`config.mk`:
```
export PLATFORM = sky130hd
export DESIGN_NAME = mem_rst_seq
export DESIGN_NICKNAME = d
export VERILOG_FILES = /design/src/rtl/mrs_pkg.sv /design/src/rtl/mrs_pulse_qual.sv /design/src/rtl/mrs_ready_timer.sv /design/src/rtl/mrs_recover_timer.sv /design/src/rtl/mem_rst_seq.sv
export SDC_FILE = /design/constraint.sdc
export NUM_CORES = 1
export LEC_CHECK = 0
export BUFFER_PORTS_ARGS = -buffer_cell sky130_fd_sc_hd__buf_2
export CAP_MARGIN = 20
export CORE_UTILIZATION = 40
export CTS_BUF_LIST = sky130_fd_sc_hd__clkbuf_2 sky130_fd_sc_hd__clkbuf_4 sky130_fd_sc_hd__clkbuf_8
export CTS_CLUSTER_DIAMETER = 150
export CTS_CLUSTER_SIZE = 40
export DETAILED_ROUTE_END_ITERATION = 10
export GPL_TIMING_DRIVEN = 1
export PLACE_DENSITY = 0.58
export SLEW_MARGIN = 5
export SYNTH_ARGS = -nofsm -noshare
export SYNTH_HDL_FRONTEND = slang
export SYNTH_HIERARCHICAL = 1
export SYNTH_SLANG_ARGS = --single-unit
```
`constraint.sdc`:
```
create_clock -name clk -period 3.85 [get_ports clk]
set_input_delay 1.155 -clock clk [delete_from_list [all_inputs] [get_ports clk]]
set_output_delay 1.155 -clock clk [all_outputs]
set_load 0.02 [all_outputs]
```
`src/rtl/mrs_pkg.sv`:
```
package mrs_pkg;
  typedef enum logic {
    SQ_RUN = 1'b0,
    SQ_RST = 1'b1
  } sq_state_e;

  function automatic int unsigned cnt_width(input int unsigned max_val);
    return (max_val < 2) ? 1 : $clog2(max_val + 1);
  endfunction
endpackage

```
`src/rtl/mrs_pulse_qual.sv`:
```
module mrs_pulse_qual #(
  parameter int unsigned T_RP = 4,
  parameter int unsigned W    = 3
) (
  input  logic clk,
  input  logic rst_n,
  input  logic pin_low,
  input  logic clr,
  output logic valid
);
  localparam logic [W-1:0] LastCnt = W'(T_RP - 1);

  logic [W-1:0] cnt_q, cnt_d;
  logic         cnt_en;

  always_comb begin
    valid  = pin_low && (cnt_q == LastCnt);
    cnt_en = 1'b1;
    if (clr || !pin_low) begin
      cnt_d = '0;
    end else if (cnt_q == LastCnt) begin
      cnt_d  = cnt_q;
      cnt_en = 1'b0;
    end else begin
      cnt_d = cnt_q + 1'b1;
    end
  end

  always_ff @(posedge clk or negedge rst_n) begin
    if (!rst_n) begin
      cnt_q <= '0;
    end else if (cnt_en) begin
      cnt_q <= cnt_d;
    end
  end

  p_qual_bound_r1 : assert property (@(posedge clk) disable iff (!rst_n)
    cnt_q <= LastCnt);
  p_qual_clears_r1 : assert property (@(posedge clk) disable iff (!rst_n)
    !pin_low |=> (cnt_q == '0));
endmodule

```
`src/rtl/mrs_ready_timer.sv`:
```
module mrs_ready_timer #(
  parameter int unsigned T_BUSY = 12,
  parameter int unsigned T_IDLE = 5,
  parameter int unsigned W      = 4
) (
  input  logic clk,
  input  logic rst_n,
  input  logic start,
  input  logic start_busy,
  input  logic run,
  output logic done,
  output logic was_busy
);
  logic [W-1:0] cnt_q, cnt_d;
  logic [W-1:0] target;
  logic         cnt_en;
  logic         busy_q;

  always_comb begin
    target = busy_q ? W'(T_BUSY) : W'(T_IDLE);
    done   = (cnt_q >= target);
    cnt_en = start || (run && !done);
    cnt_d  = start ? '0 : cnt_q + 1'b1;
  end

  always_ff @(posedge clk or negedge rst_n) begin
    if (!rst_n) begin
      cnt_q  <= '0;
      busy_q <= 1'b0;
    end else begin
      if (cnt_en) begin
        cnt_q <= cnt_d;
      end
      if (start) begin
        busy_q <= start_busy;
      end
    end
  end

  assign was_busy = busy_q;

  p_timer_bound_r5 : assert property (@(posedge clk) disable iff (!rst_n)
    cnt_q <= target);
  p_timer_fresh_r4 : assert property (@(posedge clk) disable iff (!rst_n)
    start |=> !done);
endmodule

```
`src/rtl/mrs_recover_timer.sv`:
```
module mrs_recover_timer #(
  parameter int unsigned T_RH = 3,
  parameter int unsigned W    = 2
) (
  input  logic clk,
  input  logic rst_n,
  input  logic pin_high,
  input  logic run,
  output logic ok
);
  localparam logic [W-1:0] LastCnt = W'(T_RH - 1);

  logic [W-1:0] cnt_q, cnt_d;
  logic         cnt_en;

  always_comb begin
    ok     = pin_high && (cnt_q == LastCnt);
    cnt_en = 1'b1;
    if (!run || !pin_high) begin
      cnt_d = '0;
    end else if (cnt_q == LastCnt) begin
      cnt_d  = cnt_q;
      cnt_en = 1'b0;
    end else begin
      cnt_d = cnt_q + 1'b1;
    end
  end

  always_ff @(posedge clk or negedge rst_n) begin
    if (!rst_n) begin
      cnt_q <= '0;
    end else if (cnt_en) begin
      cnt_q <= cnt_d;
    end
  end

  p_recover_restart_r7 : assert property (@(posedge clk) disable iff (!rst_n)
    (run && !pin_high) |=> (cnt_q == '0));
  p_recover_bound_r7 : assert property (@(posedge clk) disable iff (!rst_n)
    cnt_q <= LastCnt);
endmodule

```
`src/rtl/mem_rst_seq.sv`:
```
module mem_rst_seq
  import mrs_pkg::*;
#(
  parameter int unsigned T_RP         = 4,
  parameter int unsigned T_READY_BUSY = 12,
  parameter int unsigned T_READY_IDLE = 5,
  parameter int unsigned T_RH         = 3
) (
  input  logic clk,
  input  logic rst_n,
  input  logic mem_rst_n,
  input  logic eng_busy,
  input  logic rd_req,
  input  logic wr_req,
  output logic ry_by,
  output logic dq_oe,
  output logic cmd_we,
  output logic cmd_accept,
  output logic force_rd,
  output logic op_aborted
);
  localparam int unsigned RdyMax = (T_READY_BUSY > T_READY_IDLE) ? T_READY_BUSY : T_READY_IDLE;
  localparam int unsigned QualW  = cnt_width(T_RP);
  localparam int unsigned RdyW   = cnt_width(RdyMax);
  localparam int unsigned RecW   = cnt_width(T_RH);

  sq_state_e st_q, st_d;
  logic      in_rst;
  logic      entry, leave;
  logic      qual_valid;
  logic      rdy_done, rdy_busy;
  logic      rec_ok;
  logic      abort_q, abort_d;

  assign in_rst = (st_q == SQ_RST);

  mrs_pulse_qual #(.T_RP(T_RP), .W(QualW)) u_qual (
    .clk     (clk),
    .rst_n   (rst_n),
    .pin_low (!mem_rst_n),
    .clr     (in_rst),
    .valid   (qual_valid)
  );

  mrs_ready_timer #(.T_BUSY(T_READY_BUSY), .T_IDLE(T_READY_IDLE), .W(RdyW)) u_ready (
    .clk        (clk),
    .rst_n      (rst_n),
    .start      (entry),
    .start_busy (eng_busy),
    .run        (in_rst),
    .done       (rdy_done),
    .was_busy   (rdy_busy)
  );

  mrs_recover_timer #(.T_RH(T_RH), .W(RecW)) u_recover (
    .clk      (clk),
    .rst_n    (rst_n),
    .pin_high (mem_rst_n),
    .run      (in_rst),
    .ok       (rec_ok)
  );

  always_comb begin
    entry   = !in_rst && qual_valid;
    leave   = in_rst && rdy_done && rec_ok;
    abort_d = entry && eng_busy;
    st_d    = st_q;
    if (entry) begin
      st_d = SQ_RST;
    end else if (leave) begin
      st_d = SQ_RUN;
    end
  end

  always_ff @(posedge clk or negedge rst_n) begin
    if (!rst_n) begin
      st_q    <= SQ_RUN;
      abort_q <= 1'b0;
    end else begin
      st_q    <= st_d;
      abort_q <= abort_d;
    end
  end

  always_comb begin
    cmd_accept = !in_rst && mem_rst_n;
    dq_oe      = cmd_accept && rd_req;
    cmd_we     = cmd_accept && wr_req;
    force_rd   = in_rst;
    op_aborted = abort_q;
    if (in_rst) begin
      ry_by = !rdy_busy || rdy_done;
    end else begin
      ry_by = !eng_busy;
    end
  end

  p_entry_qualified_r1 : assert property (@(posedge clk) disable iff (!rst_n)
    $rose(in_rst) |-> $past(!mem_rst_n));
  p_gate_closed_r2 : assert property (@(posedge clk) disable iff (!rst_n)
    !mem_rst_n |-> (!dq_oe && !cmd_we));
  p_abort_single_r3 : assert property (@(posedge clk) disable iff (!rst_n)
    op_aborted |=> !op_aborted);
  p_abort_on_entry_r3 : assert property (@(posedge clk) disable iff (!rst_n)
    op_aborted |-> (in_rst && $past(eng_busy) && $past(!in_rst)));
  p_reopen_high_r7 : assert property (@(posedge clk) disable iff (!rst_n)
    $fell(in_rst) |-> $past(mem_rst_n));
  p_reopen_ready_r6 : assert property (@(posedge clk) disable iff (!rst_n)
    $fell(in_rst) |-> $past(rdy_done));
endmodule

```
==> metrics.csv, run 1 <==
metric;value;unit
total grt overflow;0;
Clock Power Share;17.4;%
Final HPWL DP;917;µm
CP startpoint kind;register;
cell taking the most area after synthesis;dfrtp_1;
Fin. Hold Viols;0;
RR Endpoint;u_ready/cnt_q[0];
cts hold-fix bufs;0;
Ports;12;
Die W;43.8;µm
initial antenna violation count;0;
crit-path cells;inv_1 > ha_1 > nor3b_1 > o21bai_1 > nor2b_1 > mux2i_1 > buf_2;
Crit. Startpoint;u_ready/cnt_q[0];
Req. time, crit path;2.69;ns
slowest cell on the critical path;nor3b_1;
internal power;0.000346;W
Buf/Inv on CP;2;
Max Buffers Root-to-Sink;2;
Finished Core Util;51.3;%
drt wl/cell;12.3;µm
reg-to-reg setup timing slack;1.82;ns
Tightest Pin Transition;0.566;ns
post-route setup TNS;0;ns
Lkg Pwr;0.396;nW
crit-path max cell delay;0.48;ns
PostCTS Resize Cnt;0;
Hold Path Class;reg -> reg;
number of max-cap violations;0;
ANT cells;0;
Initial Util;44.3;%
Max VDD drop;0.000358;V
Final Max Slew Viols;0;
CP Depth;7;
outcome;finished with violations;
CTS Buf Count;3;
#FFs+latches synth;12;
# port buffers;11;
crit path time final;3.19;ns
Vert. Die Dim;43.8;µm
Power Density;720;nW/µm²
vias in the first global route;497;
Netlist cell types;30;
Routed Antenna Nets;0;
residual DRC count;2;
Setup crit end;ry_by;
cell family with most CP delay;simple AND/OR/NAND/NOR gates;
core area;1580;µm²
Final setup viols;0;
Layout Skew;0.000166;ns
Clock Pin Slew Worst Setup and Hold Paths;0.08;ns
crit-path max FO;5;
synthesized instance count;68;
worst-case reg-to-reg path depth;6;
commonest non-fill, non-tap cell in the layout;dfrtp_1;
CP endpoint kind;primary output;
Post CTS Setup Buffer Count;0;
CTS H-tree lvls;1;
CTS Root Cell;clkbuf_4;
Clock Sinks;12;
row count;14;
achievable frequency;0.313;GHz
arrival time at the worst endpoint;2.04;ns
NetSw;0.000238;W
unrepaired setup endpoints after global routing;false;
die area;1920;µm²
gr usage total;14.9;%
Vias;533;
Rel. slew slack;62.2;%
largest net degree at the start of global routing;13;
synth-to-layout area growth;15.9;%
CTS tree;yes;
most frequent cells in the layout;dfrtp_1 (12), buf_2 (11), ha_1 (6), inv_1 (5), nor2_1 (5);
worst r2r src;u_qual/cnt_q[0];
nets@finish;96;
Ys Warns;6;
gpl congestion;0.750;
drt pass-1 iters;7;
Worst-Skew Late Latency;0.27;ns
first-pass GRT wire length;2080;µm
Seq pwr share;37.2;%
final WL;1220;µm
initial DRC count;8;
Crit Path Category;reg -> out;
top cell type's share of synthesized area;43.0;%
violated checks;design-rule violations;
synthesized area per cell;10.3;µm²
layout cells sized above 1;27.7;%
period utilization;82.9;%
sequential fraction of the synthesis area;43.0;%
sw frac;40.7;%
ranking of synthesized cells by area;dfrtp_1 (43%), ha_1 (11%), mux2i_1 (2.9%), and2_1 (2.7%), inv_1 (2.7%);
Comb pwr share;45.4;%
Synth Cell Area;698;µm²
drt via density;5.38;
post-synth net total;80;
worst min-delay path by stage:
stage	startpoint	depth (start not counted)	end
final	u_recover/cnt_q[1]	2	u_recover/cnt_q[1]
after global routing	u_recover/cnt_q[1]	2	u_recover/cnt_q[1]
after CTS	u_recover/cnt_q[1]	2	u_recover/cnt_q[1]
after detailed placement	u_qual/cnt_q[1]	2	u_qual/cnt_q[1]
after global placement	u_qual/cnt_q[1]	2	u_qual/cnt_q[1]
after floorplan	u_qual/cnt_q[1]	2	u_qual/cnt_q[1]
flip-flops by register name (all words and copies together), names as in the netlist:
signal and flops:
u_qual/cnt_q 3, u_recover/cnt_q 2, force_rd 1, op_aborted 1, u_ready/was_busy 1, u_ready/cnt_q 4
power by group through the flow:
| stage | combinational (W) | clock (W) | sequential, W |
|---|---|---|---|
| after global placement | 0.000266 | 0 | 0.000218 |
| after detailed placement | 0.000265 | 0 | 0.000219 |
| final | 0.000264 | 0.000102 | 0.000217 |
| after floorplan | 0.000204 | 0 | 0.000214 |
| after CTS | 0.000266 | 0.000106 | 0.000217 |
| after global routing | 0.000300 | 0.000111 | 0.000225 |
worst register-to-register path, delay by kind of cell (launching register included):
family,cells,cell delay (ns)
adders and majority gates,2,0.46
and+or+nand+nor,3,0.97
DFF,1,0.40
AOI/OAI and AO/OA,1,0.09
Yosys cell counts (all sizes together):
cell type and instances:
nand2b 1, nor2b 5, o21bai 1, o2111a 1, a211oi 1, a31oi 1
a21bo 1, xor2 2, ha 6, or4 1, nor3 1, or2 1
or2b 1, nand4b 1, o211ai 2, o21ai 2, or3 1, nor2 5
dfrtp 12, and2 5, inv 5, nand2 4, a21oi 4, nor3b 1
o311ai 1, mux2i 2
metal layers:
| metal | up-vias | track usage (%) | share of wire (%) |
|---|---|---|---|
| met5 | - | 0 | 0 |
| met3 | 0 | 3.75 | 4.4 |
| met2 | 13 | 23.3 | 44 |
| met4 | 0 | 5.63 | 0 |
| li1 | 270 | - | - |
| met1 | 250 | 19.7 | 51 |
through the flow:
step                std cells  setup slack (ns)  hold WS, ns  total power [W]  area (µm²)
finish                     99             0.659        0.547         0.000583         810
global route               99             0.533        0.567         0.000635         810
CTS                        99             0.686        0.549         0.000590         810
detailed placement         95             0.954        0.536         0.000484         773
global placement           95             0.968        0.513         0.000484         773
floorplan                  68              1.00        0.493         0.000418         698
area by class of cell:
type,instances,area [µm²]
repair buffers,11,55.1
inverters,5,18.8
fillers,157,767
multi-input cells,51,379
well taps,16,20.0
clock buffers,4,36.3
flip-flops and latches,12,300
logic make-up (layout without fill, tap and decap cells):
logic type,after synthesis,in the layout,synth area share [%]
compound gates,14,14,15.1
xor+xnor,2,2,2.51
fa+ha+maj,6,6,10.8
buf+inv,5,20,2.69
flops,12,12,43.0
mux,2,2,2.87
simple gates,27,27,23.1
No activity file was read; power rests on OpenSTA's default activity.
==> run 2, diff against run 1 <==
ABC_AREA = 1   (was not set)
PLACE_DENSITY = 0.6   (was 0.58)
clock period = 2.69 ns   (was 3.85 ns; I/O delays follow)
==> run 2 against run 1 <==
Effect of this change: the run now ends clean; critical path depth up 4; flip-flop and latch count did not move; sequential share of layout area fell by 3.1 points; critical endpoint unchanged; global-route usage grew 1.2 points; critical path type unchanged; highest routed layer is now met4; area after synthesis grew 9.1%; synthesized cell count increased by 57%; wire length rose by 8.2%; clock power rose by 45%; clock skew is 0.0041 ns higher; worst hold slack got worse by 0.15 ns; total power rose by 46%; first-iteration DRC count is the same.
==> metrics.csv, run 2 <==
metric;value;unit;change
synthesized instance count;107;;+57%
achievable frequency;0.405;GHz;
final WL;1320;µm;+8.2%
#FFs+latches synth;12;;unchanged
Max Buffers Root-to-Sink;2;;unchanged
synth-to-layout area growth;16.1;%;
Crit Path Category;reg -> out;;
ANT cells;0;;unchanged
most frequent cells in the layout;nand2_1 (35), inv_1 (15), nor2_1 (14), dfrtp_1 (12), buf_2 (11);;
ranking of synthesized cells by area;dfrtp_1 (39%), nand2_1 (17%), ha_1 (9.9%), inv_1 (7.4%), nor2_1 (6.9%);;
initial antenna violation count;0;;unchanged
post-synth net total;119;;+49%
first-pass GRT wire length;2320;µm;+12%
CTS tree;yes;;
drt wl/cell;8.97;µm;-27%
drt via density;4.59;;-15%
Crit. Startpoint;u_ready/cnt_q[0];;
Power Density;963;nW/µm²;+34%
largest net degree at the start of global routing;13;;unchanged
commonest non-fill, non-tap cell in the layout;nand2_1;;
Ports;12;;unchanged
post-route setup TNS;0;ns;unchanged
Synth top cells by count;nand2_1 (35), inv_1 (15), nor2_1 (14), dfrtp_1 (12), ha_1 (6);;
top cell type's share of synthesized area;39.4;%;-3.6 points
Final Max Slew Viols;0;;unchanged
largest registers;u_ready/cnt_q (4), u_qual/cnt_q (3), u_recover/cnt_q (2);;
Largest Register;u_ready/cnt_q;;
crit-path max cell delay;0.42;ns;-0.06 ns
slowest cell on the critical path;dfrtp_1;;
number of flip-flops in the largest register;4;;unchanged
Tightest Pin Transition;0.356;ns;-0.211 ns
cts hold-fix bufs;0;;unchanged
Synth Cell Area;762;µm²;+9.1%
CP endpoint kind;primary output;;
cell taking the most area after synthesis;dfrtp_1;;
Worst-Skew Late Latency;0.27;ns;about the same
die area;2080;µm²;+8.7%
synthesized area per cell;7.12;µm²;-31%
Ys Warns;6;;unchanged
cell family with most CP delay;simple AND/OR/NAND/NOR gates;;
Clock Pin Slew Worst Setup and Hold Paths;0.08;ns;about the same
Fin. Hold Viols;0;;unchanged
worst-case reg-to-reg path depth;11;;+5
Setup crit end;ry_by;;
Setup WS post-layout;0.222;ns;-0.437 ns
pre-CTS WS;0.522;ns;-0.431 ns
CP Depth;11;;+4
worst r2r src;u_qual/cnt_q[0];;
CTS Buf Count;3;;unchanged
period utilization;91.8;%;
nets@finish;135;;+41%
drt pass-1 iters;4;;-3
Die W;45.6;µm;+4.3%
gpl congestion;0.731;;-2.5%
row count;15;;+1
Initial Util;43.2;%;-1.1 points
Synth Flop Type;dfrtp_1;;
Rel. slew slack;76.3;%;+14 points
reg-to-reg setup timing slack;1.04;ns;-0.78 ns
# port buffers;11;;unchanged
Routed Antenna Nets;0;;unchanged
layout cells sized above 1;22.1;%;-5.6 points
Vert. Die Dim;45.6;µm;+4.3%
Hold Path Class;in -> async;;
crit-path max FO;5;;unchanged
ys async rst share;100;%;unchanged
PostCTS Resize Cnt;0;;unchanged
RR Endpoint;u_ready/cnt_q[2];;
CTS H-tree lvls;1;;unchanged
Finished Core Util;50.1;%;-1.2 points
Vias;674;;+26%
Final Instance Area;885;µm²;+9.3%
Final setup viols;0;;unchanged
arrival time at the worst endpoint;1.66;ns;-0.38 ns
fill count;190;;+21%
total grt overflow;0;;unchanged
Req. time, crit path;1.88;ns;-0.81 ns
most frequent CP cell;nand2_1;;
vias in the first global route;573;;+15%
Buf/Inv on CP;3;;+1
Lkg Pwr;0.555;nW;+40%
Layout Cells excl Fill;147;;+48%
Clock Sinks;12;;unchanged
crit-path cells;inv_2 > ha_1 > nor2_1 > nand2_1 > nand2_2 > nand2_1 > inv_1 > nand2_1 > nand2_1 > nand2_1 > buf_2;;
Post-DP Area;848;µm²;+9.7%
unrepaired setup endpoints after global routing;false;;
CP startpoint kind;register;;
top-count cell post-synth;nand2_1;;
residual DRC count;0;;-2
initial DRC count;8;;unchanged
number of max-cap violations;0;;unchanged
crit path time final;2.47;ns;
Post CTS Setup Buffer Count;0;;unchanged
CTS Root Cell;clkbuf_4;;
Final HPWL DP;1010;µm;+10%
Post-synth EDFFs;0;;unchanged
core area;1760;µm²;+12%
sequential fraction of the synthesis area;39.4;%;-3.6 points
placed instance count;143;;+51%
Netlist cell types;18;;-40%
gr usage total;16.1;%;+1.2 points
outcome;completed;;
Max VDD drop;0.000431;V;+20%
Layout Skew;0.00425;ns;+0.00408 ns
## run 2: cells by family (layout without fill, tap and decap cells)
kind of cell	after synthesis	in the layout	share of synthesized area, %
flops	12	12	39.4
compound gates	5	5	3.61
buf+inv	23	38	11.7
fa+ha+maj	6	6	9.85
simple gates	61	61	35.5
## run 2: worst reg2reg max path, stage by stage (launching register included)
cell and delay [ns]:
dfrtp_1 0.40, ha_1 0.21, ha_1 0.22, nand2_1 0.08, inv_1 0.04, nand2_2 0.07, inv_1 0.10, inv_2 0.14
o21ai_0 0.10, a21oi_1 0.12, nand2_1 0.06, nand2_1 0.05
## run 2: metrics by stage
| stage | power [W] | hold slack (ns) |
|---|---|---|
| floorplan | 0.000620 | 0.480 |
| global placement | 0.000706 | 0.497 |
| detailed placement | 0.000714 | 0.509 |
| CTS | 0.000865 | 0.404 |
| global route | 0.000953 | 0.396 |
| finish | 0.000852 | 0.398 |
## run 2: metal layers
| metal | global-route usage (%) | vias up | part of all wire [%] |
|---|---|---|---|
| met1 | 20.2 | 306 | 49 |
| met3 | 3.57 | 2 | 4.1 |
| met5 | 0 | - | 0 |
| met2 | 24.3 | 15 | 46 |
| met4 | 10.9 | 0 | 1.4 |
| li1 | - | 351 | - |
## run 2: worst min-delay path by stage
stage	from	end	slack [ns]	depth (start not counted)
5_1_grt	rst_n	u_qual/cnt_q[0]	0.40	1
3_5_place_dp	u_qual/cnt_q[1]	u_qual/cnt_q[1]	0.51	2
3_3_place_gp	u_qual/cnt_q[1]	u_qual/cnt_q[1]	0.50	2
2_1_floorplan	u_qual/cnt_q[2]	u_qual/cnt_q[2]	0.48	2
6_report	rst_n	u_ready/was_busy	0.40	1
4_1_cts	rst_n	u_ready/cnt_q[2]	0.40	1
## run 2: final cells by class
| cell class | count | area [µm²] | share of cell area (%) |
|---|---|---|---|
| Inverter | 23 | 88.8 | 10.0 |
| Multi-Input combinational cell | 72 | 373 | 42.1 |
| Tap cell | 25 | 31.3 | 3.54 |
| Timing Repair Buffer | 11 | 55.1 | 6.22 |
| Sequential cell | 12 | 300 | 33.9 |
| Clock buffer | 4 | 36.3 | 4.10 |
## run 2: where the power goes
group	total [W]	switching, W	internal [W]
sequential	0.000317	0.0000763	0.000241
clock	0.000148	0.0000656	0.0000822
combinational	0.000386	0.000233	0.000154
==> run 3, diff against run 2 <==
CORE_UTILIZATION = 45   (was 40)
CTS_BUF_LIST = sky130_fd_sc_hd__clkbuf_16   (was sky130_fd_sc_hd__clkbuf_2 sky130_fd_sc_hd__clkbuf_4 sky130_fd_sc_hd__clkbuf_8)
PLACE_DENSITY = 0.66   (was 0.6)
REMOVE_ABC_BUFFERS = 1   (was not set)
==> run 3 against run 2 <==
Effect of this change: sequential share of layout area decreased by 1.0 points; combinational power grew 3%; clock skew decreased by 0.0022 ns; count of clock-buffer cells in the layout decreased by 1; first-iteration DRC count up 50%; critical path type unchanged; critical endpoint unchanged.
==> metrics.csv, run 3 (synthesis gave the netlist of run 2 again) <==
metric;value;unit;change
Tightest Pin Transition;0.356;ns;+0.000541 ns
achievable frequency;0.413;GHz;+1.9%
CTS Root Cell;clkbuf_16;;
Max VDD drop;0.000488;V;+13%
Crit Path Category;reg -> out;;
Ports;12;;unchanged
PostCTS Resize Cnt;0;;unchanged
fill count;149;;-22%
drt pass-1 iters;4;;unchanged
crit path time final;2.42;ns;-0.0463 ns
Final setup viols;0;;unchanged
number of flip-flops in the largest register;4;;unchanged
gr usage total;17.6;%;+1.5 points
initial DRC count;12;;+4
Largest Register;u_ready/cnt_q;;
number of max-cap violations;0;;unchanged
Clock Pin Slew Worst Setup and Hold Paths;0.04;ns;-0.04 ns
period utilization;90.0;%;-1.7 points
drt wl/cell;9.89;µm;+10%
CTS H-tree lvls;1;;unchanged
nets@finish;135;;unchanged
# port buffers;11;;unchanged
NetSw;0.000388;W;+3.6%
Die W;43.2;µm;-5.5%
CP startpoint kind;register;;
area of the multi-input gates;373;µm²;unchanged
outcome;completed;;
Clock Sinks;12;;unchanged
Post CTS Setup Buffer Count;0;;unchanged
vias in the first global route;551;;-3.8%
Req. time, crit path;1.88;ns;about the same
Power Density;1070;nW/µm²;+11%
total grt overflow;0;;unchanged
row count;14;;-1
Vias;650;;-3.6%
synth-to-layout area growth;19.7;%;
Fin. Hold Viols;0;;unchanged
Clock Power Share;26.8;%;+9.4 points
CTS Buf Count;3;;unchanged
Worst-Skew Late Latency;0.23;ns;-0.04 ns
first-pass GRT wire length;2370;µm;+2.4%
CTS tree;yes;;
Comb pwr share;40.6;%;-4.8 points
Seq pwr share;32.5;%;-4.8 points
core area;1540;µm²;-13%
Layout Skew;0.00206;ns;-0.00218 ns
most frequent cells in the layout;nand2_1 (35), inv_1 (15), nor2_1 (14), dfrtp_1 (12), buf_2 (11);;
Routed Antenna Nets;0;;unchanged
drt via density;4.74;;+3.5%
layout cells sized above 1;21.5;%;-0.64 points
Vert. Die Dim;43.2;µm;-5.5%
Hold Path Class;in -> async;;
gpl congestion;0.758;;+3.6%
residual DRC count;0;;unchanged
reg-to-reg setup timing slack;1.03;ns;about the same
crit-path max FO;5;;unchanged
cts hold-fix bufs;0;;unchanged
CP endpoint kind;primary output;;
FF/Latch Area;300;µm²;unchanged
Final Max Slew Viols;0;;unchanged
Final HPWL DP;1020;µm;+1.2%
sw frac;39.7;%;-4.3 points
Max Buffers Root-to-Sink;2;;unchanged
Post-DP Area;837;µm²;-1.3%
arrival time at the worst endpoint;1.61;ns;-0.05 ns
commonest non-fill, non-tap cell in the layout;nand2_1;;
Lkg Pwr;0.571;nW;+2.9%
post-route setup TNS;0;ns;unchanged
final WL;1360;µm;+2.8%
largest registers;u_ready/cnt_q (4), u_qual/cnt_q (3), u_recover/cnt_q (2);;
Initial Util;49.4;%;+6.2 points
internal power;0.000590;W;+24%
largest net degree at the start of global routing;13;;unchanged
ANT cells;0;;unchanged
initial antenna violation count;0;;unchanged
die area;1860;µm²;-11%
unrepaired setup endpoints after global routing;false;;
Rel. slew slack;76.2;%;about the same
Final Instance Area;912;µm²;+3.1%
[run 3: path summary, 6_finish.rpt]
path,from,endpoint,depth (start not counted)
min reg2reg,u_recover/cnt_q[1],u_recover/cnt_q[1],2
min,rst_n,u_recover/cnt_q[1],1
min in group clk,u_recover/cnt_q[1],u_recover/cnt_q[1],2
max reg2reg,u_qual/cnt_q[0],u_ready/cnt_q[2],11
max in group asynchronous,rst_n,force_rd,1
max,u_ready/cnt_q[0],ry_by,11
[run 3: routing by layer]
layer,wire (µm),GRT usage [%],vias up
met5,0,0,-
met4,0,7.27,0
met3,100,6.81,0
met2,553,23.6,22
met1,701,25.0,278
li1,-,-,350
[run 3: critical path, stage by stage (launching register included)]
cell     delay [ns]
dfrtp_1        0.42
inv_2          0.06
ha_1           0.26
nor2_1         0.09
nand2_1        0.07
nand2_2        0.08
nand2_1        0.07
inv_1          0.05
nand2_1        0.04
nand2_1        0.05
nand2_1        0.04
buf_2          0.15
[run 3: power by group through the flow]
stage / sequential, W / clock, W / combinational (W)
after global placement: 0.000317 / 0 / 0.000387
after detailed placement: 0.000321 / 0 / 0.000395
after CTS: 0.000317 / 0.000270 / 0.000399
after floorplan: 0.000313 / 0 / 0.000308
after global routing: 0.000331 / 0.000278 / 0.000463
final: 0.000318 / 0.000262 / 0.000397
[run 3: layout make-up]
class	count	area share, %
repair buffers	11	6.04
clock buffers	3	8.23
flip-flops and latches	12	32.9
inverters	23	9.74
well taps	16	2.19
multi-input cells	72	40.9
[run 3: through the flow]
step / power [W] / setup slack, ns / std cells / utilization [%] / hold WS (ns)
2_1_floorplan: 0.000620 / 0.651 / 107 / - / 0.480
3_3_place_gp: 0.000704 / 0.556 / 134 / 54.3 / 0.495
3_5_place_dp: 0.000715 / 0.521 / 134 / 54.3 / 0.513
4_1_cts: 0.000986 / 0.265 / 137 / 59.2 / 0.457
5_1_grt: 0.00107 / 0.104 / 137 / 59.2 / 0.462
6_report: 0.000978 / 0.268 / 137 / 59.2 / 0.448
